--- config.mk ---
export PLATFORM = sky130hd
export DESIGN_NAME = twl_master
export DESIGN_NICKNAME = d
export VERILOG_FILES = /design/src/rtl/twl_pkg.sv /design/src/rtl/twl_tick.sv /design/src/rtl/twl_seq.sv /design/src/rtl/twl_master.sv
export SDC_FILE = /design/constraint.sdc
export NUM_CORES = 1
export LEC_CHECK = 0
export ABC_AREA = 1
export BUFFER_PORTS_ARGS = -buffer_cell sky130_fd_sc_hd__clkbuf_2
export CORE_MARGIN = 4
export CORE_UTILIZATION = 34
export CTS_BUF_LIST = sky130_fd_sc_hd__clkbuf_8
export CTS_CLUSTER_SIZE = 40
export DETAILED_ROUTE_END_ITERATION = 10
export GPL_ROUTABILITY_DRIVEN = 0
export SYNTH_ARGS = -nofsm -noshare
export SYNTH_HDL_FRONTEND = slang
export SYNTH_HIERARCHICAL = 1
export SYNTH_SLANG_ARGS = --single-unit
--- constraint.sdc ---
create_clock -name clk -period 2.8 [get_ports clk]
set_clock_uncertainty 0.1 [all_clocks]
set_input_delay 0.56 -clock clk [delete_from_list [all_inputs] [get_ports clk]]
set_output_delay 0.56 -clock clk [all_outputs]
set_load 0.005 [all_outputs]
--- src/rtl/twl_pkg.sv ---
package twl_pkg;
  localparam int ADDR_W     = 7;
  localparam int DATA_W     = 32;
  localparam int STAT_W     = 4;
  localparam int OPC_W      = 4;
  localparam int HDR_BITS   = ADDR_W + 3;                     // addr, wr, parity x2
  localparam int CMD_BITS   = HDR_BITS + OPC_W;               // always driven
  localparam int TX_BITS    = CMD_BITS + DATA_W + 2;          // data + parity x2
  localparam int FRAME_BITS = TX_BITS + STAT_W;
  localparam int RX_W       = DATA_W + 2 + STAT_W;

  typedef enum logic [2:0] {
    S_IDLE, S_START, S_BITS, S_STOP, S_LBITS, S_LLOW, S_SETTLE
  } state_e;

  // bit that makes (covered bits + one parity copy) hold an odd count of ones
  function automatic logic par_hdr(input logic [ADDR_W:0] v);
    return ~(^v);
  endfunction

  function automatic logic par_data(input logic [DATA_W-1:0] v);
    return ~(^v);
  endfunction

  function automatic logic status_ok(input logic [STAT_W-1:0] s);
    return (s == STAT_W'(3)) || (s == STAT_W'(7));
  endfunction

  function automatic logic [TX_BITS-1:0] build_tx(input logic [ADDR_W-1:0] a,
                                                  input logic w,
                                                  input logic [DATA_W-1:0] d);
    logic hp;
    logic dp;
    hp = par_hdr({a, w});
    dp = par_data(d);
    return {a, w, hp, hp, (w ? 4'b0000 : 4'b0001), (w ? d : '0), (w ? {dp, dp} : 2'b00)};
  endfunction

  // data line is driven for the command part, and for the data part of a write
  function automatic logic drive_en(input int unsigned idx, input logic w);
    return (idx < CMD_BITS) || (w && (idx < TX_BITS));
  endfunction
endpackage

--- src/rtl/twl_tick.sv ---
module twl_tick #(
  parameter int DIV_W = 8
) (
  input  logic             clk,
  input  logic             rst_n,
  input  logic             run,
  input  logic [DIV_W-1:0] div,
  output logic             tick
);
  logic [DIV_W-1:0] div_q;
  logic [DIV_W-1:0] cnt;

  always_ff @(posedge clk or negedge rst_n) begin
    if (!rst_n) begin
      div_q <= '0;
      cnt   <= '0;
    end else if (!run) begin
      div_q <= div;          // captured until the transfer starts
      cnt   <= '0;
    end else if (cnt == div_q) begin
      cnt <= '0;
    end else begin
      cnt <= cnt + 1'b1;
    end
  end

  assign tick = run && (cnt == div_q);
endmodule

--- src/rtl/twl_seq.sv ---
module twl_seq
  import twl_pkg::*;
#(
  parameter int RST_PULSES    = 100,
  parameter int SETTLE_HALVES = 20
) (
  input  logic              clk,
  input  logic              rst_n,
  input  logic              start,
  input  logic              line_rst,
  input  logic [ADDR_W-1:0] addr,
  input  logic              wr,
  input  logic [DATA_W-1:0] wdata,
  input  logic              tick,
  input  logic              sdi,
  output logic              busy,
  output logic              done,
  output logic [DATA_W-1:0] rdata,
  output logic [STAT_W-1:0] status,
  output logic              err,
  output logic              sck,
  output logic              sdo,
  output logic              oe,
  output logic              smp
);
  localparam int MAXC  = (FRAME_BITS > RST_PULSES) ?
                         ((FRAME_BITS > SETTLE_HALVES) ? FRAME_BITS : SETTLE_HALVES) :
                         ((RST_PULSES > SETTLE_HALVES) ? RST_PULSES : SETTLE_HALVES);
  localparam int CNT_W = $clog2(MAXC + 1);

  state_e             state;
  logic               ph;      // 0 = clock-low half, 1 = clock-high half
  logic [CNT_W-1:0]   idx;
  logic [TX_BITS-1:0] tx;
  logic [RX_W-1:0]    rx;
  logic               wr_q;

  assign smp = tick && (state == S_BITS) && !ph && !oe;

  always_ff @(posedge clk or negedge rst_n) begin
    if (!rst_n) begin
      state  <= S_IDLE;
      ph     <= 1'b0;
      idx    <= '0;
      tx     <= '0;
      rx     <= '0;
      wr_q   <= 1'b0;
      sck    <= 1'b1;
      sdo    <= 1'b1;
      oe     <= 1'b1;
      busy   <= 1'b0;
      done   <= 1'b0;
      rdata  <= '0;
      status <= '0;
      err    <= 1'b0;
    end else begin
      done <= 1'b0;
      unique case (state)
        S_IDLE: begin
          if (start) begin
            state <= S_START;
            tx    <= build_tx(addr, wr, wdata);
            wr_q  <= wr;
            rx    <= '0;
            busy  <= 1'b1;
            sdo   <= 1'b0;                  // start condition, clock held high
          end else if (line_rst) begin
            state <= S_LBITS;
            busy  <= 1'b1;
            idx   <= '0;
            ph    <= 1'b0;
            sck   <= 1'b0;
          end
        end
        S_START: if (tick) begin
          state <= S_BITS;
          idx   <= '0;
          ph    <= 1'b0;
          sck   <= 1'b0;
          sdo   <= tx[TX_BITS-1];
          oe    <= drive_en(0, wr_q);
        end
        S_BITS: if (tick) begin
          if (!ph) begin
            ph  <= 1'b1;
            sck <= 1'b1;
            if (!oe) rx <= {rx[RX_W-2:0], sdi};
          end else if (idx == CNT_W'(FRAME_BITS - 1)) begin
            state <= S_STOP;
            ph    <= 1'b0;
            sck   <= 1'b0;
            sdo   <= 1'b0;
            oe    <= 1'b1;
          end else begin
            ph  <= 1'b0;
            sck <= 1'b0;
            idx <= idx + 1'b1;
            tx  <= {tx[TX_BITS-2:0], 1'b0};
            sdo <= tx[TX_BITS-2];
            oe  <= drive_en(32'(idx) + 1, wr_q);
          end
        end
        S_STOP: if (tick) begin
          if (!ph) begin
            ph  <= 1'b1;
            sck <= 1'b1;
          end else begin
            state  <= S_IDLE;
            ph     <= 1'b0;
            sdo    <= 1'b1;
            busy   <= 1'b0;
            done   <= 1'b1;
            status <= rx[STAT_W-1:0];
            err    <= !status_ok(rx[STAT_W-1:0]);
            if (!wr_q) rdata <= rx[RX_W-1 -: DATA_W];
          end
        end
        S_LBITS: if (tick) begin
          if (!ph) begin
            ph  <= 1'b1;
            sck <= 1'b1;
          end else if (idx == CNT_W'(RST_PULSES - 1)) begin
            state <= S_LLOW;
            ph    <= 1'b0;
            sdo   <= 1'b0;
          end else begin
            ph  <= 1'b0;
            sck <= 1'b0;
            idx <= idx + 1'b1;
          end
        end
        S_LLOW: if (tick) begin
          state <= S_SETTLE;
          sdo   <= 1'b1;
          idx   <= '0;
        end
        S_SETTLE: if (tick) begin
          if (idx == CNT_W'(SETTLE_HALVES - 1)) begin
            state <= S_IDLE;
            busy  <= 1'b0;
            done  <= 1'b1;
            err   <= 1'b0;
          end else begin
            idx <= idx + 1'b1;
          end
        end
        default: state <= S_IDLE;
      endcase
    end
  end
endmodule

--- src/rtl/twl_master.sv ---
module twl_master #(
  parameter int DIV_W         = 8,
  parameter int RST_PULSES    = 100,
  parameter int SETTLE_HALVES = 20
) (
  input  logic             clk,
  input  logic             rst_n,
  input  logic             start,
  input  logic             line_rst,
  input  logic [6:0]       addr,
  input  logic             wr,
  input  logic [31:0]      wdata,
  input  logic [DIV_W-1:0] div,
  output logic             busy,
  output logic             done,
  output logic [31:0]      rdata,
  output logic [3:0]       status,
  output logic             err,
  output logic             swclk,
  output logic             swdo,
  output logic             swdo_oe,
  input  logic             swdi
);
  logic tick;   // half-period boundary
  logic smp;    // input sampled at this edge

  twl_tick #(.DIV_W(DIV_W)) u_tick (
    .clk  (clk),
    .rst_n(rst_n),
    .run  (busy),
    .div  (div),
    .tick (tick)
  );

  twl_seq #(.RST_PULSES(RST_PULSES), .SETTLE_HALVES(SETTLE_HALVES)) u_seq (
    .clk     (clk),
    .rst_n   (rst_n),
    .start   (start),
    .line_rst(line_rst),
    .addr    (addr),
    .wr      (wr),
    .wdata   (wdata),
    .tick    (tick),
    .sdi     (swdi),
    .busy    (busy),
    .done    (done),
    .rdata   (rdata),
    .status  (status),
    .err     (err),
    .sck     (swclk),
    .sdo     (swdo),
    .oe      (swdo_oe),
    .smp     (smp)
  );
endmodule

==> results.md, run 1 <==
- The flow ran to the end, and the final reports show no timing, DRC or antenna violations.
- After clock tree synthesis, the clock-pin slew on the worst setup and hold paths is approximately 0.1 ns.
- The initial antenna violation count is 0.
- Of the available clock period, the critical path in the final layout requires between 80% and 90%.
- The minimum period implied by the final worst setup slack is 2.43 ns.
- The maximum vdd ir drop is approximately 0.00032 V.
- Setup repair after global routing left no endpoint under its margin.
- The first global-routing pass estimated roughly 30,000 um of wire.
- The number of global-route vias before repair is just over 6,000.
- The slowest stage of the critical path is the dfrtp_1 cell.
- Data on the critical path is required at its endpoint by 3.03 ns.
- The finished cells cover about 9000 um2.
- The number of clock buffers inserted by TritonCTS is 17.
- The floorplan has 55 rows.
- The floorplan die width is 160 um.
- Summed over all layers, the global routing overflow is 0.
- After legalization and detailed placement, the total HPWL measured between 10,000 and 15,000 um.
- The dominant cell type by count on the critical path is nand2_1.
- The number of max-cap violations is 0.
- The number of sinks on the clock net is 156.
- The clock tree from TritonCTS is built.
- The signal on the critical path passes through xnor2_1, nand2_1, nor2_1, nand2_2, nor2_1, nand2_1, nand2_1, inv_1, a21oi_1, nand2_1, a21oi_1, nand3_1, nand2_1, o21ai_0.
- The finished layout holds between 1,000 and 1,500 standard cells, fillers aside.
- The count of nets left with antenna violations once routing finished came out at 0.
- The number of instances on the worst hold path is 3.
- The achievable clock frequency is between 0.4 and 0.5 GHz.
- The fraction of power spent switching nets is ~40%.
- The synthesized net count is 1,069.
- The actual transition at the worst max-transition pin is about 0.58 ns.
- The most common cell in the synthesized netlist is nand2_1.
- The largest total area in the synthesized netlist belongs to dfrtp_1.
- STA classifies the critical path startpoint as a register.
- Registers are responsible for 42.3% of the overall power.
- STA classifies the critical path endpoint as a register.
- The final layout contains between 1,000 and 1,500 nets.
- Summed over all failing endpoints, the final setup total negative slack is 0 ns.
- Ranked by instance count, the synthesized netlist is headed by nand2_1 (305), dfrtp_1 (153), inv_1 (121).
- In this design, the largest share of critical-path delay is due to simple AND/OR/NAND/NOR gates.
- Counting both buffers and inverters, the worst setup path holds a total of 1.
- The area of the mapped netlist is 7840 um2.
- During synthesis, Yosys emitted a total of 6 warnings.
- The source of the worst hold timing path is div[6].
- The number of enable flip-flop cells after synthesis is 0.
- The number of ports placed on the die boundary is 95.
- The share of total power dissipated in the clock network is 23.6%.
- The post-route netlist has 14.9% of its cells at a drive strength greater than 1.
- Summed over all cells, the static leakage comes to between 4 and 5 nW.
- Of the total power, combinational logic draws around 34%.
- After detailed routing, the number of remaining DRC violations is 0.
- The number of antenna diodes in the final layout is 0.
- In this run the worst setup path begins at u_tick/cnt[3].
- The multi-input combinational cells in the finished layout cover a total of between 3000 and 4000 um2.
- The via density per instance is approximately 4.7.
- The launch instance of the worst register-to-register path is u_tick/cnt[3].
- The final wirelength is about 17,000 um.
- After detailed placement, the total cell area comes to 8590 um2.
- The full die area is ~26,000 um2.
- Summing over every cut layer, the via total after detailed routing is between 6,000 and 7,000.
- The root buffer cell chosen for the clock tree is clkbuf_8.
- The final-report hold violation count was 0.
- The count of H-tree levels built during CTS is 4.
- Hold timing on the final database bottoms out at a slack of between 0.15 and 0.2 ns.
- The critical path start-end classification is reg -> reg.
- The final max-slew violation count is 0.
- For this run, the slowest stage of the critical path takes between 0.4 and 0.5 ns.
- The area growth from synthesis to layout is 14.9%.
- Counting tap cells, the placed design contains a total of around 1,400 instances.
- After filler insertion, the fill cell instance count of the layout stands at 2,332.
- The top-area cell type share of the netlist area is between 40% and 50%.
- The endpoint of the most critical register-to-register path is u_seq/state[1].
- The setup check on the worst reg-to-reg path leaves a slack of ~0.37 ns.
- The most used flip-flop cell after synthesis is dfrtp_1.
- The depth of the critical timing path with buffers and inverters included is 14.
- The die is 160 um tall.
- The average detailed-routed wire length per instance is roughly 12 um.
- The max-slew headroom at the worst pin is between 60% and 70%.
- The switching power of the nets is a little under 0.003 W.
- Dividing total power by cell area gives a power density of about 800 nW/um2.
- The largest net degree at the start of global routing is 77.
- Global routing consumed, over all layers together, between 10 and 15% of the routing resources.
- The internal power contribution is around 0.0044 W.
- The worst reg2reg path depth is 14.
- The final count of negative-setup-slack endpoints is 0.
- The pre-antenna-repair detailed-routing pass consisted of 5 iterations.
- The worst min-delay path category is in -> reg.
- The clock reaches the later pin of the worst-skew pair after 0.46 ns.
- The count of different cell masters after synthesis is 38.
- Of all nets on the critical path, the largest fanout is 6.
- The critical path endpoint is u_seq/state[1].
- In the synthesized netlist the async set-or-reset flop fraction comes to between 90% and 100%.
- The share of synthesized area occupied by flip-flops and latches is 49.8%.
- Registers take ~3900 um2.
- The quantity of I/O buffers inserted on ports is between 90 and 100.
- The placeable core region is around 23,000 um2.
- The critical path data arrival time is 2.66 ns.
- The post-synthesis sequential element count is between 150 and 200.
- Once the floorplan was initialized, standard cells occupied between 30% and 40% of the core.
- Ranked by total cell area, the synthesized netlist is headed by dfrtp_1 (49%), nand2_1 (15%), inv_1 (5.8%).
- The gate count after technology mapping is around 1,000.
- The count of routing violations after the opening detailed-route iteration is 377.
- A synthesized cell averages just under 8 um2.
- The fraction of the core area covered by cells at the end of the flow is between 30% and 40%.
- The clock passes through at most 2 buffers.
-- cell type report --
type | instances | share of cell area, %
Multi-Input combinational cell | 688 | 35.6
Clock inverter | 15 | 1.97
Inverter | 125 | 5.24
Clock buffer | 17 | 2.60
Timing Repair Buffer | 109 | 7.26
Tap cell | 285 | 3.96
Sequential cell | 156 | 43.4
-- registers in the layout, indices dropped and copies added, names as in the netlist, 3 cells and up --
| register | count |
|---|---|
| u_seq/status | 4 |
| u_tick/cnt | 8 |
| u_seq/tx | 48 |
| u_seq/rdata | 32 |
| u_seq/state | 3 |
| u_seq/rx | 38 |
| u_tick/div_q | 8 |
| u_seq/idx | 7 |
-- layer usage --
metal	GRT usage (%)	part of all wire, %
met1	20.1	51
met2	20.9	43
met3	2.84	4.7
met4	4.73	1.6
met5	0	0
-- worst register-to-register path, stage by stage, from the launching register on --
cell	delay [ns]
dfrtp_1	0.45
xnor2_1	0.17
nand2_1	0.07
nor2_1	0.11
nand2_2	0.09
nor2_1	0.24
nand2_1	0.16
nand2_1	0.09
inv_1	0.05
a21oi_1	0.10
nand2_1	0.08
a21oi_1	0.20
nand3_1	0.21
nand2_1	0.10
o21ai_0	0.08
-- power groups by stage --
stage	registers [W]	clock network [W]	logic [W]
final	0.00312	0.00174	0.00251
after global placement	0.00315	0	0.00250
after detailed placement	0.00316	0	0.00253
after floorplan	0.00308	0	0.00204
after CTS	0.00312	0.00181	0.00253
after global routing	0.00318	0.00190	0.00291
-- cell families (layout without fill, tap and decap cells) --
kind of cell / Yosys count / in the layout / share of synthesized area (%)
xor+xnor: 20 / 20 / 2.23
buf+inv: 170 / 266 / 9.27
fa+ha+maj: 2 / 2 / 0.319
simple gates: 495 / 495 / 26.2
flops: 156 / 156 / 49.8
compound gates: 171 / 171 / 12.2
-- worst min path at each step --
stage / end
6_report: u_tick/div_q[6]
5_1_grt: u_tick/div_q[7]
4_1_cts: u_tick/div_q[6]
3_5_place_dp: u_seq/sck
2_1_floorplan: u_seq/busy
3_3_place_gp: u_seq/sck
-- repair_timing --
item,CTS,global route
gates resized for setup,0,0
endpoints found under the hold margin,56,0
hold buffers,1,0
buffers inserted,0,0
-- placed cells by master (no fill, tap or decap), drive strengths merged --
master and n:
ha 2, a21oi 8, dfrtp 153, dfstp 3, and2 1, bufinv 1, o21bai 1, clkbuf 110
buf 15, inv 131, xnor2 12, xor2 8, nand4 1, o22ai 1, nor4 1, nand2 310
a21boi 1, or2 1, clkinvlp 1, nor3 5, o21ai 112, o31ai 3, clkinv 7, a31oi 37
dlygate4sd3 1, nand3 88, o211ai 7, o2111ai 1, nor2 88
-- metrics by stage --
step,worst slack (ns),total power [W]
after CTS,0.371,0.00746
final,0.368,0.00736
after global placement,0.432,0.00565
after floorplan,0.709,0.00512
after detailed placement,0.371,0.00569
after global routing,0.0452,0.00799
(Power assumes the default switching activity.)
==> inputs of run 2 (changes only) <==
- CORE_UTILIZATION: 34 -> 30
==> run 2 against run 1 <==
Clock power fell by 2%. Worst hold slack got worse by 0.0014 ns. Global-route usage fell by 1.5 points. Sequential power barely moved. Combinational power fell by 2%. Via count barely moved. Sequential share of layout area fell by 0.072 points. Final cell count rose by 3.0%. Largest cell class unchanged.
==> results.md, run 2 (synthesized netlist as in run 1, its figures left out) <==
- After detailed routing, the number of vias per cell comes to ~4.6.
- The data required time of the worst path is ~3.1 ns.
- The count of hold-fix buffers inserted at cts is 1.
- The largest individual stage delay along the critical path comes from the cell nor2_2.
- The critical path in this run is classified as reg -> reg.
- After the first detailed-routing iteration, the DRC count stood at between 400 and 500.
- The number of global-route vias before repair is 6,103.
- The power per unit of standard cell area is a little over 800 nW/um2.
- After clock tree synthesis, the clock-pin slew on the worst setup and hold paths is roughly 0.1 ns.
- The wire length of the first global-routing pass is just under 30,000 um.
- The power after layout is about 0.0073 W.
- The dominant cell type by count on the critical path is nand2_1.
- After detailed routing, the number of remaining DRC violations is 0.
- The type of origin of the critical path is a register.
- At the pin with the least slew margin, the transition time is ~0.56 ns.
- Setup repair after global routing left no endpoint under its margin.
- The final-report hold violation count is 0.
- The largest net degree at the start of global routing is between 90 and 100.
- Derived from the worst setup path, the maximum achievable clock frequency is roughly 0.41 GHz.
- The source-to-sink clock delay at the later pin of the worst-skew pair is 0.46 ns.
- The total routing resource utilization after global routing is approximately an eighth.
- The final max-slew violation count is 0.
- The most common cell after layout, fill and taps aside is nand2_1.
- The number of inserted filler cells in the final layout is ~2,700.
- The worst setup path is captured at a register.
- The worst min-delay path category is in -> reg.
- The die covers around 29,000 um2.
- No sink is reached through more buffers than the 2 on the longest clock path.
- The number of clock buffers inserted by TritonCTS is 17.
- The residual antenna-violating net count after detailed routing is 0.
- The half-perimeter wire length of the detailed placement result is approximately 12,000 um.
- For this run, the post-layout net count is 1,149.
- Cells with a size suffix above 1 make up 14.6% of the layout.
- Summing all flip-flop and latch instances after layout gives a little under 4000 um2.
- The run finished with clean final reports.
- In this run the static leakage power is around 4.4 nW.
- Measured against its own limit, the worst slew margin works out to a little over three fifths.
- Along the worst path, the maximum fanout reaches 13.
- The initial antenna violation count is 0.
- The flip-flop count of the largest register, all copies and words added is 48.
- The area growth from synthesis to final layout is 15.1%.
- Setup violations remaining at the end of the flow were counted as 0.
- The average detailed-routed wire length per instance is about 12 um.
- The critical path data arrival time is 2.69 ns.
- Counting both buffers and inverters, the worst setup path holds a total of 2.
- After detailed routing, the total wire length is 17,500 um.
- The largest single stage delay on the critical path is around 0.44 ns.
- The kind of cell adding the most delay to the critical path is simple AND/OR/NAND/NOR gates.
- Input and output buffers added on the ports amount to 94.
- The clock net in this run drives a total of around 160 sinks.
- The vias after detailed routing is roughly 6,600.
- The count of H-tree levels built during CTS is 4.
- The final critical path takes up around 86% of the cycle.
- For this configuration, the core starts out at a cell density of 30.8%.
- The minimum period implied by the final worst setup slack is around 2.4 ns.
- Once layout is complete, the utilization of the core stands at 35.4%.
- 0 antenna diodes ended up in the layout.
- The number of instances resized during post-cts repair is 0.
- Summing all multi-input logic gate instances after layout gives between 3000 and 4000 um2.
- The pre-antenna-repair detailed-routing pass consisted of 5 iterations.
- The number of max-cap violations is 0.
- The maximum vdd ir drop is around 0.00051 V.
- The clock tree root driver cell is clkbuf_8.
- The largest register by flop count is u_seq/tx.
- The floorplan step set the die width to 170 um.
- TritonCTS built the clock tree.
- The number of ports placed on the die boundary is 95.
- The floorplan row count is between 50 and 60.
- The total grt overflow is 0.
- The core region is about 25,000 um2.
- Walking the worst path, the cells encountered are inv_1, nand2_1, nand2_1, nand2_1, nor2_1, nand2_2, nor2_1, inv_1, nand2_1, nand4_1, nor2_2, nand3_1, o21ai_0.
- The post-CTS setup-driven buffer insertion count is 0.
- The height of the die is 170 um.
- The library cells used most frequently in the layout, excluding fill and tap cells, are nand2_1 (305), dfrtp_1 (153), inv_1 (121).
- The total negative slack is 0 ns.
- In the final layout, the registers with the most flip-flops are u_seq/tx: 48 flops, u_seq/rx: 38 flops, u_seq/rdata: 32 flops.
run 2: worst paths after layout:
path / from / end / slack [ns] / depth (start not counted)
min in group asynchronous: rst_n / u_seq/rdata[6] / 0.48 / 2
min: div[2] / u_tick/div_q[2] / 0.19 / 3
max reg2reg: u_tick/cnt[4] / u_seq/idx[0] / 0.39 / 13
max: u_tick/cnt[4] / u_seq/idx[0] / 0.39 / 13
min reg2reg: u_seq/rdata[7] / u_seq/rdata[7] / 0.39 / 2
max in group asynchronous: rst_n / u_seq/rx[29] / 1.44 / 3
run 2: layout make-up:
cell class	instances	share of cell area, %
well taps	330	4.58
clock inverters	15	1.90
flip-flops and latches	156	43.3
inverters	125	5.23
multi-input cells	688	35.5
clock buffers	17	2.59
repair buffers	106	6.86
run 2: layer usage:
layer  GRT usage [%]  part of all wire [%]  vias to the layer above
met5               0                     0                        -
met4            3.15                   1.1                        0
met3            3.45                   5.7                       14
met2            18.6                    43                      131
met1            17.7                    50                     3020
li1                -                     -                     3398
run 2: metrics by stage:
step	instances	hold slack, ns	setup slack [ns]	cell area, um2
6_report	1437	0.194	0.386	9020
5_1_grt	1437	0.153	0.103	9020
4_1_cts	1437	0.155	0.360	9020
3_5_place_dp	1404	0.372	0.405	8610
3_3_place_gp	1404	0.366	0.423	8610
2_1_floorplan	1014	0.164	0.709	7840
run 2: report_power, final:
part	internal (W)	switching, W	leakage (nW)
Combinational	0.000841	0.00161	2.15
Clock	0.000678	0.00102	0.198
Sequential	0.00279	0.000333	2.03
run 2: worst min-delay path, cell delays in order:
cell and delay, ns:
clkbuf_2 0.08, nand2_1 0.04, nand2_1 0.05
==> inputs of run 3 (changes only) <==
- PLACE_DENSITY: default -> 0.46
==> run 3 against run 2 <==
Worst hold slack gained 0.015 ns. Flip-flop and latch count is the same. Largest cell class unchanged. Non-clock buffer count grew 4. Critical path depth is the same. Design area grew 0.42%. Combinational power grew 3%. Global-route usage grew 0.43 points. Largest power group unchanged. Worst setup slack lost 0.058 ns.
==> results.md, run 3 (synthesized netlist as in run 1, its figures left out) <==
- Pin placement for this block handled 95 I/O pins.
- The clock passes through at most 2 buffers.
- Leaving out fill and tap cells, the most frequent cell in the layout is nand2_1.
- The area of the multi-input gates is roughly 3200 um2.
- The path with the worst hold slack has its endpoint at u_tick/div_q[6].
- TritonCTS built the clock tree.
- The worst setup slack for register-to-register paths is around 0.33 ns.
- The number of global-route vias before repair is about 6,300.
- The worst setup path is captured at a register.
- The achievable clock frequency is between 0.4 and 0.5 GHz.
- Leaving out fill and tap cells, the most frequent cells in the layout are nand2_1 (305), dfrtp_1 (153), inv_1 (121).
- The initial core utilization is between 30% and 40%.
- The flow ran to the end, and the final reports show no timing, DRC or antenna violations.
- The vias after detailed routing is between 6,000 and 7,000.
- The maximum vdd ir drop is 0.000497 V.
- The worst reg2reg path depth is 13.
- The tree built by TritonCTS fans out to approximately 160 sinks.
- STA classifies the critical path startpoint as a register.
- The placeable core region is 25,500 um2.
- For this run, the post-layout net count is around 1,200.
- The launch instance of the worst register-to-register path is u_tick/cnt[4].
- The met3 usage in global routing is ~2.8%.
- The largest incremental delay on the critical path is 0.43 ns.
- The flip-flop count of the largest register, all copies and words added is 48.
- The static leakage is 4.40 nW.
- The via density per instance is between 4 and 5.
- The worst register-to-register path ends at u_seq/rx[24].
- The critical path start-end classification is reg -> reg.
- The largest net degree at the start of global routing is 65.
- The count of routing violations after the opening detailed-route iteration is 519.
- The final max-slew violation count is 0.
- Counting I/O delays and the setup requirement, the final critical path takes roughly 2.5 ns.
- The final wirelength is about 18,000 um.
- The highest net fanout along the worst path is 50.
- In the global route stage, met2 resource usage came out at approximately a fifth.
- The post-place instance area is 8640 um2.
- The final count of negative-setup-slack endpoints is 0.
- After legalization and detailed placement, the total HPWL measured around 13,000 um.
- The total negative slack is 0 ns.
- The dominant cell type by count on the critical path is nand2_1.
- Data on the critical path is required at its endpoint by 3.06 ns.
- Cells with a size suffix above 1 make up between 10 and 15% of the layout.
- The total overflow left after global routing is 0.
- The die is around 170 um tall.
- The full die area is ~29,000 um2.
- The actual transition at the worst max-transition pin is between 0.5 and 0.6 ns.
- The number of antenna diodes in the final layout is 0.
- STA puts the critical path data arrival time at about 2.7 ns.
- The layer with the highest usage after global routing is met2.
- The min-delay analysis places its worst path in the category in -> reg.
- The critical path's slowest cell is dfrtp_1.
- The quantity of I/O buffers inserted on ports is 94.
- Measured along the x axis, the die boundary spans between 150 and 200 um.
- The number of inserted filler cells in the final layout is around 2,700.
- The clock-pin slew of the registers on the worst-case setup and hold paths is approximately 0.10 ns.
- In this run, CTS created clock tree buffers numbering 17.
- In the final layout, the registers with the most flip-flops are u_seq/tx: 48 flops, u_seq/rx: 38 flops, u_seq/rdata: 32 flops.
- The source of the worst hold timing path is div[6].
- The final-report hold violation count is 0.
- The flip-flop and latch area is 3910 um2.
- The wire length of the first global-routing pass is about 30,000 um.
- The detailed-router iteration count before antenna repair is 5.
- The tool flagged a number of max-cap violations equal to 0.
- Walking the worst path, the cells encountered are inv_1, nand2_1, nand2_1, nand2_1, nor2_1, nand2_2, nor2_1, inv_1, nor4_2, or2_4, buf_12, nand3_1, o21ai_0.
- The met1 global-route usage is approximately 18%.
- The DRC violations left is 0.
- The total routing resource utilization after global routing is between 10% and 20%.
- The tree is rooted in a clkbuf_8.
- The initial antenna violation count was 0.
- The worst pin sits at a relative slew slack of a little under two thirds.
- Compared with the post-synthesis result, the final layout area differs by 15.6%.
- The source-to-sink clock delay at the later pin of the worst-skew pair is approximately 0.46 ns.
- After routing the design area is roughly 9100 um2.
- The count of H-tree levels built during CTS is 4.
- The power per unit of standard cell area is roughly 810 nW/um2.
- The largest register by flop count is u_seq/tx.
- In the final routed layout, each cell accounts on average for between 10 and 15 um.
- Setup repair after global routing left no endpoint under its margin.
- The fraction of the cycle the final worst path needs is 88.3%.
- Counting instances, the worst hold path has a depth of 3.
- Once detail routing completed, the nets flagged for antenna violations numbered 0.
- Row generation in the floorplan step produced between 50 and 60 rows.
## run 3: cell count changes in the layout (fill, tap and decap cells not counted)
| cell | change |
|---|---|
| clkinv_8 | +1 |
| inv_8 | -1 |
| or2_4 | +1 |
| buf_4 | +4 |
| clkinv_4 | -1 |
| inv_6 | +1 |
| or2_2 | -1 |
## run 3: timing repair
action | CTS | global route
setup endpoints to repair | 0 | 5
setup buffers | 0 | 0
resized for setup | 0 | 1
hold endpoints to repair | 45 | 0
hold buffers | 1 | 0
## run 3: layout make-up
| cell class | instances | area share [%] |
|---|---|---|
| flip-flops and latches | 156 | 43.1 |
| well taps | 330 | 4.56 |
| multi-input cells | 688 | 35.4 |
| clock inverters | 15 | 1.95 |
| inverters | 125 | 5.21 |
| clock buffers | 17 | 2.58 |
| repair buffers | 110 | 7.17 |
## run 3: worst max path at each step
stage                   from  cells after the start             end
2_1_floorplan  u_tick/cnt[3]                     11    u_seq/rx[28]
3_3_place_gp   u_tick/cnt[3]                     11    u_seq/rx[13]
3_5_place_dp   u_tick/cnt[3]                     11    u_seq/rx[18]
4_1_cts        u_tick/cnt[4]                     13    u_seq/rx[24]
5_1_grt        u_tick/cnt[4]                     16  u_seq/state[0]
6_report       u_tick/cnt[4]                     13    u_seq/rx[24]
## run 3: critical path, delay by kind of cell (launching register included)
kind / cells / cell delay (ns)
AOI/OAI and AO/OA: 1 / 0.09
buffers and inverters: 3 / 0.50
DFF: 1 / 0.43
and+or+nand+nor: 9 / 1.26
## run 3: per-stage QoR
stage | utilization [%] | hold slack (ns) | setup slack (ns) | power [W] | cells
2_1_floorplan | - | 0.164 | 0.709 | 0.00512 | 1014
3_3_place_gp | 33.9 | 0.362 | 0.328 | 0.00570 | 1408
3_5_place_dp | 33.9 | 0.369 | 0.254 | 0.00573 | 1408
4_1_cts | 35.6 | 0.168 | 0.232 | 0.00749 | 1441
5_1_grt | 35.6 | 0.204 | 0.0313 | 0.00801 | 1441
6_report | 35.6 | 0.209 | 0.328 | 0.00735 | 1441
## run 3: power by group
| part | switching, W | total (W) | internal (W) |
|---|---|---|---|
| Sequential | 0.000329 | 0.00312 | 0.00279 |
| Clock | 0.00102 | 0.00170 | 0.000681 |
| Combinational | 0.00165 | 0.00253 | 0.000878 |
## run 3: routing by layer
layer  share of wire (%)  routed length, um
met1                  51               9290
met2                  43               7830
met3                 4.3                782
met4                0.86                156
met5                   0                  0
